==> src/rtl/pcs_pkg.sv <==
package pcs_pkg;

    typedef enum logic [2:0] {
        OP_SEQ1, OP_SEQ2, OP_JUN, OP_JMS, OP_BBL, OP_JCN, OP_ISZ, OP_JIN
    } op_kind_e;

    localparam int PAGE_BITS = 8;
    localparam int IMM_W     = 4;

    // Classify an opcode byte by its effect on the program counter
    function automatic op_kind_e classify(input logic [7:0] op);
        op_kind_e k;
        unique case (op[7:4])
            4'h1:    k = OP_JCN;
            4'h2:    k = op[0] ? OP_SEQ1 : OP_SEQ2;
            4'h3:    k = op[0] ? OP_JIN : OP_SEQ1;
            4'h4:    k = OP_JUN;
            4'h5:    k = OP_JMS;
            4'h7:    k = OP_ISZ;
            4'hC:    k = OP_BBL;
            default: k = OP_SEQ1;
        endcase
        return k;
    endfunction

    // Masked status tests, ORed, then optionally inverted
    function automatic logic cond_hit(input logic [3:0] mask, input logic az,
                                      input logic cy, input logic tn);
        logic any;
        any = (mask[2] & az) | (mask[1] & cy) | (mask[0] & ~tn);
        return any ^ mask[3];
    endfunction

endpackage

==> src/rtl/pcs_decode.sv <==
module pcs_decode
    import pcs_pkg::*;
(
    input  logic [7:0] op,
    input  logic       acc_zero,
    input  logic       carry,
    input  logic       test_n,
    output op_kind_e   kind,
    output logic       cond_ok
);
    always_comb begin
        kind    = classify(op);
        cond_ok = cond_hit(op[3:0], acc_zero, carry, test_n);
    end
endmodule

==> src/rtl/pcs_target.sv <==
module pcs_target
    import pcs_pkg::*;
#(
    parameter int ADDR_W = 12
) (
    input  op_kind_e           kind,
    input  logic [3:0]         nib,
    input  logic [7:0]         arg,
    input  logic [ADDR_W-1:0]  cur_pc,
    input  logic               cond_ok,
    input  logic               isz_zero,
    input  logic [7:0]         pair,
    output logic [ADDR_W-1:0]  cur_next,
    output logic [ADDR_W-1:0]  push_val,
    output logic               push,
    output logic               pop
);
    localparam int HI_W = ADDR_W - PAGE_BITS;

    logic [ADDR_W-1:0] inc1, inc2, far, near2, near1;

    always_comb begin
        inc1  = cur_pc + ADDR_W'(1);
        inc2  = cur_pc + ADDR_W'(2);
        far   = ADDR_W'({nib, arg});
        near2 = {inc2[ADDR_W-1 -: HI_W], arg};
        near1 = {inc1[ADDR_W-1 -: HI_W], pair};
        push      = (kind == OP_JMS);
        pop       = (kind == OP_BBL);
        push_val  = far;
        unique case (kind)
            OP_SEQ2: cur_next = inc2;
            OP_JUN:  cur_next = far;
            OP_JMS:  cur_next = inc2;
            OP_JCN:  cur_next = cond_ok ? near2 : inc2;
            OP_ISZ:  cur_next = isz_zero ? inc2 : near2;
            OP_JIN:  cur_next = near1;
            default: cur_next = inc1;
        endcase
    end
endmodule

==> src/rtl/pcs_bank.sv <==
module pcs_bank #(
    parameter int ADDR_W = 12,
    parameter int DEPTH  = 4
) (
    input  logic              clk,
    input  logic              rst,
    input  logic              adv,
    input  logic [ADDR_W-1:0] cur_next,
    input  logic              push,
    input  logic              pop,
    input  logic [ADDR_W-1:0] push_val,
    output logic [ADDR_W-1:0] cur_pc
);
    localparam int PW = $clog2(DEPTH);

    logic [PW-1:0]     ptr;
    logic [PW-1:0]     ptr_up, ptr_dn;
    logic [ADDR_W-1:0] slot [DEPTH];

    assign ptr_up = ptr + 1'b1;
    assign ptr_dn = ptr - 1'b1;

    always_ff @(posedge clk) begin
        if (rst)              ptr <= '0;
        else if (adv && push) ptr <= ptr_up;
        else if (adv && pop)  ptr <= ptr_dn;
    end

    for (genvar g = 0; g < DEPTH; g++) begin : g_slot
        localparam logic [PW-1:0] IDX = PW'(g);
        logic [ADDR_W-1:0] q;
        always_ff @(posedge clk) begin
            if (rst)                          q <= '0;
            else if (adv && push && IDX == ptr_up) q <= push_val;
            else if (adv && IDX == ptr)       q <= cur_next;
        end
        assign slot[g] = q;
    end

    assign cur_pc = slot[ptr];
endmodule

==> src/rtl/pcs_branch_unit.sv <==
module pcs_branch_unit
    import pcs_pkg::*;
#(
    parameter int ADDR_W = 12,
    parameter int DEPTH  = 4
) (
    input  logic              clk,
    input  logic              rst,
    input  logic              ins_valid,
    input  logic [7:0]        ins_op,
    input  logic [7:0]        ins_arg,
    input  logic              acc_zero,
    input  logic              carry,
    input  logic              test_n,
    input  logic              isz_zero,
    input  logic [7:0]        pair_data,
    output logic [ADDR_W-1:0] fetch_addr,
    output logic              acc_load_valid,
    output logic [3:0]        acc_load_data
);
    op_kind_e          kind;
    logic              cond_ok, push, pop;
    logic [ADDR_W-1:0] cur_next, push_val;

    pcs_decode u_dec (
        .op(ins_op), .acc_zero(acc_zero), .carry(carry), .test_n(test_n),
        .kind(kind), .cond_ok(cond_ok)
    );

    pcs_target #(.ADDR_W(ADDR_W)) u_tgt (
        .kind(kind), .nib(ins_op[3:0]), .arg(ins_arg), .cur_pc(fetch_addr),
        .cond_ok(cond_ok), .isz_zero(isz_zero), .pair(pair_data),
        .cur_next(cur_next), .push_val(push_val), .push(push), .pop(pop)
    );

    pcs_bank #(.ADDR_W(ADDR_W), .DEPTH(DEPTH)) u_bank (
        .clk(clk), .rst(rst), .adv(ins_valid), .cur_next(cur_next),
        .push(push), .pop(pop), .push_val(push_val), .cur_pc(fetch_addr)
    );

    always_ff @(posedge clk) begin
        if (rst) begin
            acc_load_valid <= 1'b0;
            acc_load_data  <= '0;
        end else begin
            acc_load_valid <= ins_valid && pop;
            if (ins_valid && pop) acc_load_data <= ins_op[IMM_W-1:0];
        end
    end
endmodule

==> config.mk <==
export PLATFORM = sky130hd
export DESIGN_NAME = pcs_branch_unit
export DESIGN_NICKNAME = d
export VERILOG_FILES = /design/src/rtl/pcs_pkg.sv /design/src/rtl/pcs_decode.sv /design/src/rtl/pcs_target.sv /design/src/rtl/pcs_bank.sv /design/src/rtl/pcs_branch_unit.sv
export SDC_FILE = /design/constraint.sdc
export NUM_CORES = 1
export LEC_CHECK = 0
export BUFFER_PORTS_ARGS = -buffer_cell sky130_fd_sc_hd__buf_2
export CAP_MARGIN = 15
export CORE_ASPECT_RATIO = 1.2
export CORE_MARGIN = 2
export CORE_UTILIZATION = 59
export CTS_CLUSTER_DIAMETER = 50
export DETAILED_ROUTE_END_ITERATION = 8
export HOLD_SLACK_MARGIN = 0.15
export PLACE_DENSITY = 0.81
export RECOVER_POWER = 25
export SETUP_SLACK_MARGIN = 0.2
export SKIP_LAST_GASP = 1
export SLEW_MARGIN = 15
export SYNTH_ARGS = -nofsm -noshare
export SYNTH_HDL_FRONTEND = slang
export SYNTH_SLANG_ARGS = --single-unit
==> constraint.sdc <==
create_clock -name clk -period 3.8 [get_ports clk]
set_input_delay 1.14 -clock clk [delete_from_list [all_inputs] [get_ports clk]]
set_output_delay 1.14 -clock clk [all_outputs]
set_load 0.02 [all_outputs]
## Yosys cells after proc, flatten, opt, wreduce, memory -nomap -nowiden

Index checks and enable logic that the tools add are counted.

- Flip-flop bits (word level): 55
- Bits in latches: 0
- Bits in writable memories: 0
- Memory bits (read-only): 0
- Input port bits: 31
- Output and inout bits: 17
- Logic and storage cells: 77
- Memories: 0

- Add/sub/neg operators: 4
- Multiply operators: 0
- Divide/modulo/power cells: 0
- Order comparisons: 1
- Equality and inequality tests: 20
- Shifts and indexed selects: 0
- Mux-type cells: 19
- Bitwise gates (word level): 8
- Reduce and logical (&&, ||, !) cells: 18

Operator list:

| kind | count |
|---|---|
| $mux W12 | 10 |
| $pmux W12 S5 | 1 |
| $bmux W12 S2 | 1 |
| $pmux W3 S7 | 1 |
| $mux W8 | 2 |
| $add A12 B1 Y12 const B | 1 |
| $add A12 B2 Y12 const B | 1 |
| $eq A3 B3 Y1 const B | 4 |
| $eq A4 B3 Y1 const B | 3 |
| $logic_and A1 B1 Y1 | 10 |
| $reduce_bool A2 Y1 | 5 |
| $eq A2 B2 Y1 const A | 4 |
| $eq A4 B2 Y1 const B | 2 |
| $eq A3 B2 Y1 const B | 2 |
| $eq A1 B2 Y1 const A | 2 |
| $eq A4 B1 Y1 const B | 1 |
| $eq A4 B4 Y1 const B | 1 |
| $logic_not A2 Y1 | 2 |
| $mux W2 | 2 |
| $and A1 B1 Y1 | 3 |
| $eq A3 B1 Y1 const B | 1 |
| $ge A3 B3 Y1 const B | 1 |
| $mux W3 | 1 |
| $not A2 Y3 | 1 |
| 7 further kinds | 8 |

## Logic depth before layout (Yosys ltp)

- Word-level depth: 9
- Gate-level depth with buffers: 11

## Hierarchy

A second synthesis with hierarchy kept.

- Cells, all modules: 486
- Area, all modules: 3922.5 um^2

By module, submodules not included:

| module | times used | cells each | area an instance (um^2) | sequential area each (um^2) |
|---|---|---|---|---|
| pcs_bank | 1 | 307 | 2647.5 | 1001.0 |
| pcs_target | 1 | 141 | 970.9 | 0.0 |
| pcs_branch_unit | 1 | 21 | 206.4 | 100.1 |
| pcs_decode | 1 | 17 | 97.6 | 0.0 |

## Least setup slack after synthesis

OpenSTA, ideal clock, no wires.

- Path kind: input port to flip-flop
- Start: in ins_op[5]
- End: reg u_bank.g_slot[0].q[4]
- Library setup time: 0.101 ns
- Data arrival time: 3.043 ns
- Required time: 3.699 ns
- Path slack: 0.656 ns
- Cell stages on the path: 8
- Path buffers: 1
- Path through: or4b_2 nor4_1 a211oi_1 buf_2 a21boi_0 o32ai_1 nor4b_1 o41ai_1

- Longest elaborated chain between the ends: 7
- Elaborated cells between the ends (all ways): 21
- Classes of those cells: eq/ne (13); mux (4); reduce/logical (4)

RTL lines:

| element | line | text |
|---|---|---|
| from (decl) | pcs_branch_unit.sv:10 | `input logic [7:0] ins_op,` |
| $eq A4 B4 Y1 (tied with other cells) | pcs_pkg.sv:13 | `unique case (op[7:4])` |
| $pmux W3 S7 (*) | pcs_pkg.sv:13 |  |
| $eq A3 B1 Y1 or $eq A3 B2 Y1 (tied branches) | pcs_target.sv:31, pcs_target.sv:28 |  |
| $reduce_or A2 Y1 (no line) | - |  |
| $pmux W12 S5 | pcs_target.sv:31 | `unique case (kind)` |
| $mux W12 | pcs_bank.sv:35 | `else if (adv && IDX == ptr) q <= cur_next;` |
| $mux W12 | pcs_bank.sv:34 | `else if (adv && push && IDX == ptr_up) q <= push_val;` |
| to (signal assigned) | pcs_bank.sv:34 |  |
| to (signal assigned) | pcs_bank.sv:35 |  |
| to (decl) | pcs_bank.sv:31 | `logic [ADDR_W-1:0] q;` |

Mark *: on every way between the ends. The rest lies on a longest branch, timed or not. The select of a mux whose other input is x is not followed.
A chain may end at the register's enable or synchronous reset.

## Final worst setup path

- Start: reg u_bank.ptr[0]
- End: out fetch_addr[6]

- Longest elaborated chain between the ends: 4

RTL lines:

| element | line | text |
|---|---|---|
| from (decl) | pcs_bank.sv:16 | `logic [PW-1:0] ptr;` |
| from (signal assigned) | pcs_bank.sv:25 | `else if (adv && push) ptr <= ptr_up;` |
| from (signal assigned) | pcs_bank.sv:26 | `else if (adv && pop) ptr <= ptr_dn;` |
| $not A2 Y3 (implied by the code) | pcs_bank.sv:40 | `assign cur_pc = slot[ptr];` |
| $bmux W12 S2 | pcs_bank.sv:40 |  |
| $mux W12 (implied by the code) (2 in series) | pcs_bank.sv:40 |  |
| to (decl) | pcs_branch_unit.sv:17 | `output logic [ADDR_W-1:0] fetch_addr,` |

No other way between the ends. The select of a mux whose other input is x is not followed.

==> results.md <==
* Mapped Nets at 519
* Worst Setup SP: u_bank.ptr[0]
* CP startpoint kind: flip-flop
* TritonCTS buffer count at 5
* Clk_lat worst skew at 0.31 ns
* Share of layout cells above drive strength 1 at about 17%
* Iteration-0 DRC Markers at 457
* Remaining DRCs at 0
* # resized after CTS at 0
* Initial antenna violation count at 0
* Min-delay src: acc_load_data[3]
* Fillers at 570
* Via count at 4144
* WS Path Type: flip-flop to primary output
* Initial Util at 59.98%
* Post-synth top flop: dfxtp_1
* Hold Crit Class: flip-flop to flip-flop
* Yosys Warn Count at 0
* GRT Util Overall at between 30% and 40%
* Worst Path Arrival at 2.28 ns
* Nets at around 560
* Core area at about 6400 µm²
* Max Fclk at 0.2926 GHz
* Largest net degree at the start of global routing at 40
* Flops & latches, synth at 55
* Area after DPL at about 4100 µm²
* Routed vias/inst at between 6 and 7
* DRT Wirelength at between 10 and 15 mm
* Setup TNS at 0 ns
* Number of synthesized flops with an enable pin at 0
* Die width at roughly 77 µm
* First-pass GRT wire length at 20.15 mm
* GPL Wtd Cong at between 0.9 and 1
* CTS Hold Bufs at 0
* Post-layout util at around two thirds
* CTS root buffer: clkbuf_8
* WP data required at 2.66 ns
* I/O pins at 48
* Post-CTS setup buffers at 0
* H-tree depth at 2
* Final ANT Viol Nets at 0
* Residual overflow from global routing at 0
* Final Total Pwr at 0.001240 W
* Final hold viol count at 0
* TritonCTS clock tree: yes
* Max_cap viols at 0
* N_diodes at 0
* Tightest Pin Transition at approximately 0.74 ns
* Endpoint class of the critical path: primary output
* Reg2reg start: u_bank.ptr[0]
* Async SR Flop Fraction at 0%
* Row count at 32
* Die H at just over 90 µm
* Maximum buffer depth of the clock tree at 2
* Syn Inst Count at roughly 480
* Final Cell Area at between 4000 and 5000 µm²
* Netlist cell types at a little over 60
* Die area at between 7000 and 8000 µm²
* Final min period at approximately 3.4 ns
* Synth-to-Final Area Change at 10.65%
* Post-synthesis sequential area ratio at 28.83%
* Clock skew at about 0.0077 ns
* Synthesized cell area at between 3000 and 4000 µm²
* Fin cells at around 610
* Vias in the first global route at slightly above 4k
* # setup viols final at 0
* Slew margin rel. at approximately 50%
* CTS sink count at 55
* Max-slew violation count at 0
* Static Leak at 1.575 nW
* DP HPWL at 9.107 mm
* CP Max Fanout at 8
* I/O Buffers at 47
* P per Cell Area at 293.6 nW/µm²
* Worst vdd ir at between 0.15 and 0.2 mV
* Status: completed
* Syn_area_per_cell at 7.923 µm²
* Detailed-route wire length per cell at 20.50 µm
* 1st-pass router iterations at 5
* Clk slew on worst S/H paths at ~0.1 ns
* Final worst-path cycle share at between 80% and 90%
* Cells after DPL at 603
* RSZ-0062 raised after global routing: no
## critical path, stage by stage, from the launching register on
cell and delay (ns):
dfxtp_1 0.38, clkbuf_1 0.57, mux4_4 0.80, buf_2 0.20
## final timing paths
path	end	slack, ns	depth (start not counted)
worst max-delay path	fetch_addr[6]	0.38	3
worst min register to register	acc_load_data[3]	0.46	2
worst max register to register	u_bank.g_slot[1].q[11]	0.41	8
worst min-delay path	acc_load_data[3]	0.46	2
## Yosys cell counts, types with 4 or more instances
cell type | instances | area share, %
dfxtp_1 | 55 | 29
nor3_1 | 25 | 3.3
o41ai_1 | 13 | 3.0
a32oi_1 | 4 | 0.92
and3_1 | 13 | 2.1
nand2_1 | 55 | 5.4
buf_6 | 5 | 1.5
inv_1 | 10 | 0.98
o2bb2ai_1 | 16 | 3.7
nor2b_1 | 9 | 1.5
mux4_2 | 11 | 6.5
a21oi_1 | 29 | 3.8
clkbuf_1 | 20 | 2.0
a211oi_1 | 6 | 1.2
nand2b_1 | 4 | 0.66
nand3_1 | 9 | 1.2
nor2_1 | 75 | 7.4
a22o_1 | 4 | 0.92
a221o_1 | 4 | 1.0
ha_1 | 6 | 2.0
o21ai_0 | 17 | 2.2
nor4b_1 | 5 | 1.1
o41ai_2 | 4 | 1.7
xnor2_1 | 8 | 1.8
a31oi_1 | 9 | 1.5
and2_1 | 10 | 1.6
nor4_1 | 5 | 0.82
or3_1 | 6 | 0.98
## cell usage in the layout, fill, tap and decap left out, types with 4 or more instances in the layout
| cell type | n |
|---|---|
| nor2_1 | 75 |
| nand2_1 | 55 |
| dfxtp_1 | 55 |
| buf_2 | 38 |
| a21oi_1 | 29 |
| nor3_1 | 25 |
| buf_4 | 18 |
| o21ai_0 | 17 |
| o2bb2ai_1 | 16 |
| o41ai_1 | 13 |
| and3_1 | 13 |
| mux4_2 | 11 |
| inv_1 | 10 |
| clkbuf_1 | 10 |
| nor2b_1 | 9 |
| nand3_1 | 9 |
| and2_1 | 9 |
| a31oi_1 | 9 |
| xnor2_1 | 8 |
| clkbuf_8 | 7 |
| or3_1 | 6 |
| ha_1 | 6 |
| nor4_1 | 5 |
| a211oi_1 | 5 |
| nor4b_1 | 5 |
| nand2b_1 | 4 |
| a22o_1 | 4 |
| a221o_1 | 4 |
| a32oi_1 | 4 |
| o41ai_2 | 4 |
## report_power, final
group | switching [W] | total, W | internal [W]
combinational | 0.000175 | 0.000273 | 0.0000974
sequential | 0.00000965 | 0.000602 | 0.000592
clock | 0.000199 | 0.000366 | 0.000166
## logic make-up (layout without fill, tap and decap cells)
logic type	after synthesis	after routing	share of synthesized area, %
AND/OR/NAND/NOR	228	228	28.96
flip-flops	55	55	28.83
buffers and inverters	41	85	5.603
multiplexers	15	15	7.962
adder cells (fa/ha/maj)	6	6	1.966
AO/OA/AOI/OAI	127	127	24.38
XOR/XNOR	10	10	2.294
## layer usage
| metal | up-vias | GRT usage [%] | part of all wire (%) |
|---|---|---|---|
| li1 | 1861 | - | - |
| met1 | 1960 | 43.95 | 39 |
| met2 | 265 | 58.77 | 47 |
| met3 | 58 | 6.693 | 9.4 |
| met4 | 0 | 19.94 | 4.6 |
| met5 | - | 0 | 0 |
## stage by stage
step / worst slack [ns] / hold WS, ns
2_1_floorplan: 0.6565 / 0.4826
3_3_place_gp: 0.1190 / 0.4405
3_5_place_dp: -0.006341 / 0.4502
4_1_cts: 0.3179 / 0.4648
5_1_grt: 0.2279 / 0.4946
6_report: 0.3821 / 0.4622
## registers in the layout, summed over array words and instances (netlist names)
signal / flops
acc_load_data: 4
acc_load_valid: 1
u_bank.g_slot.q: 48
u_bank.ptr: 2
## cell type report
cell class	count	area [µm²]	area share, %
multi-input cells	386	2494	59.02
clock buffers	7	96.34	2.280
well taps	85	106.4	2.517
inverters	10	37.54	0.8884
repair buffers	67	382.9	9.061
clock inverters	1	7.507	0.1777
flip-flops and latches	55	1101	26.06
No activity file was read; power rests on OpenSTA's default activity.
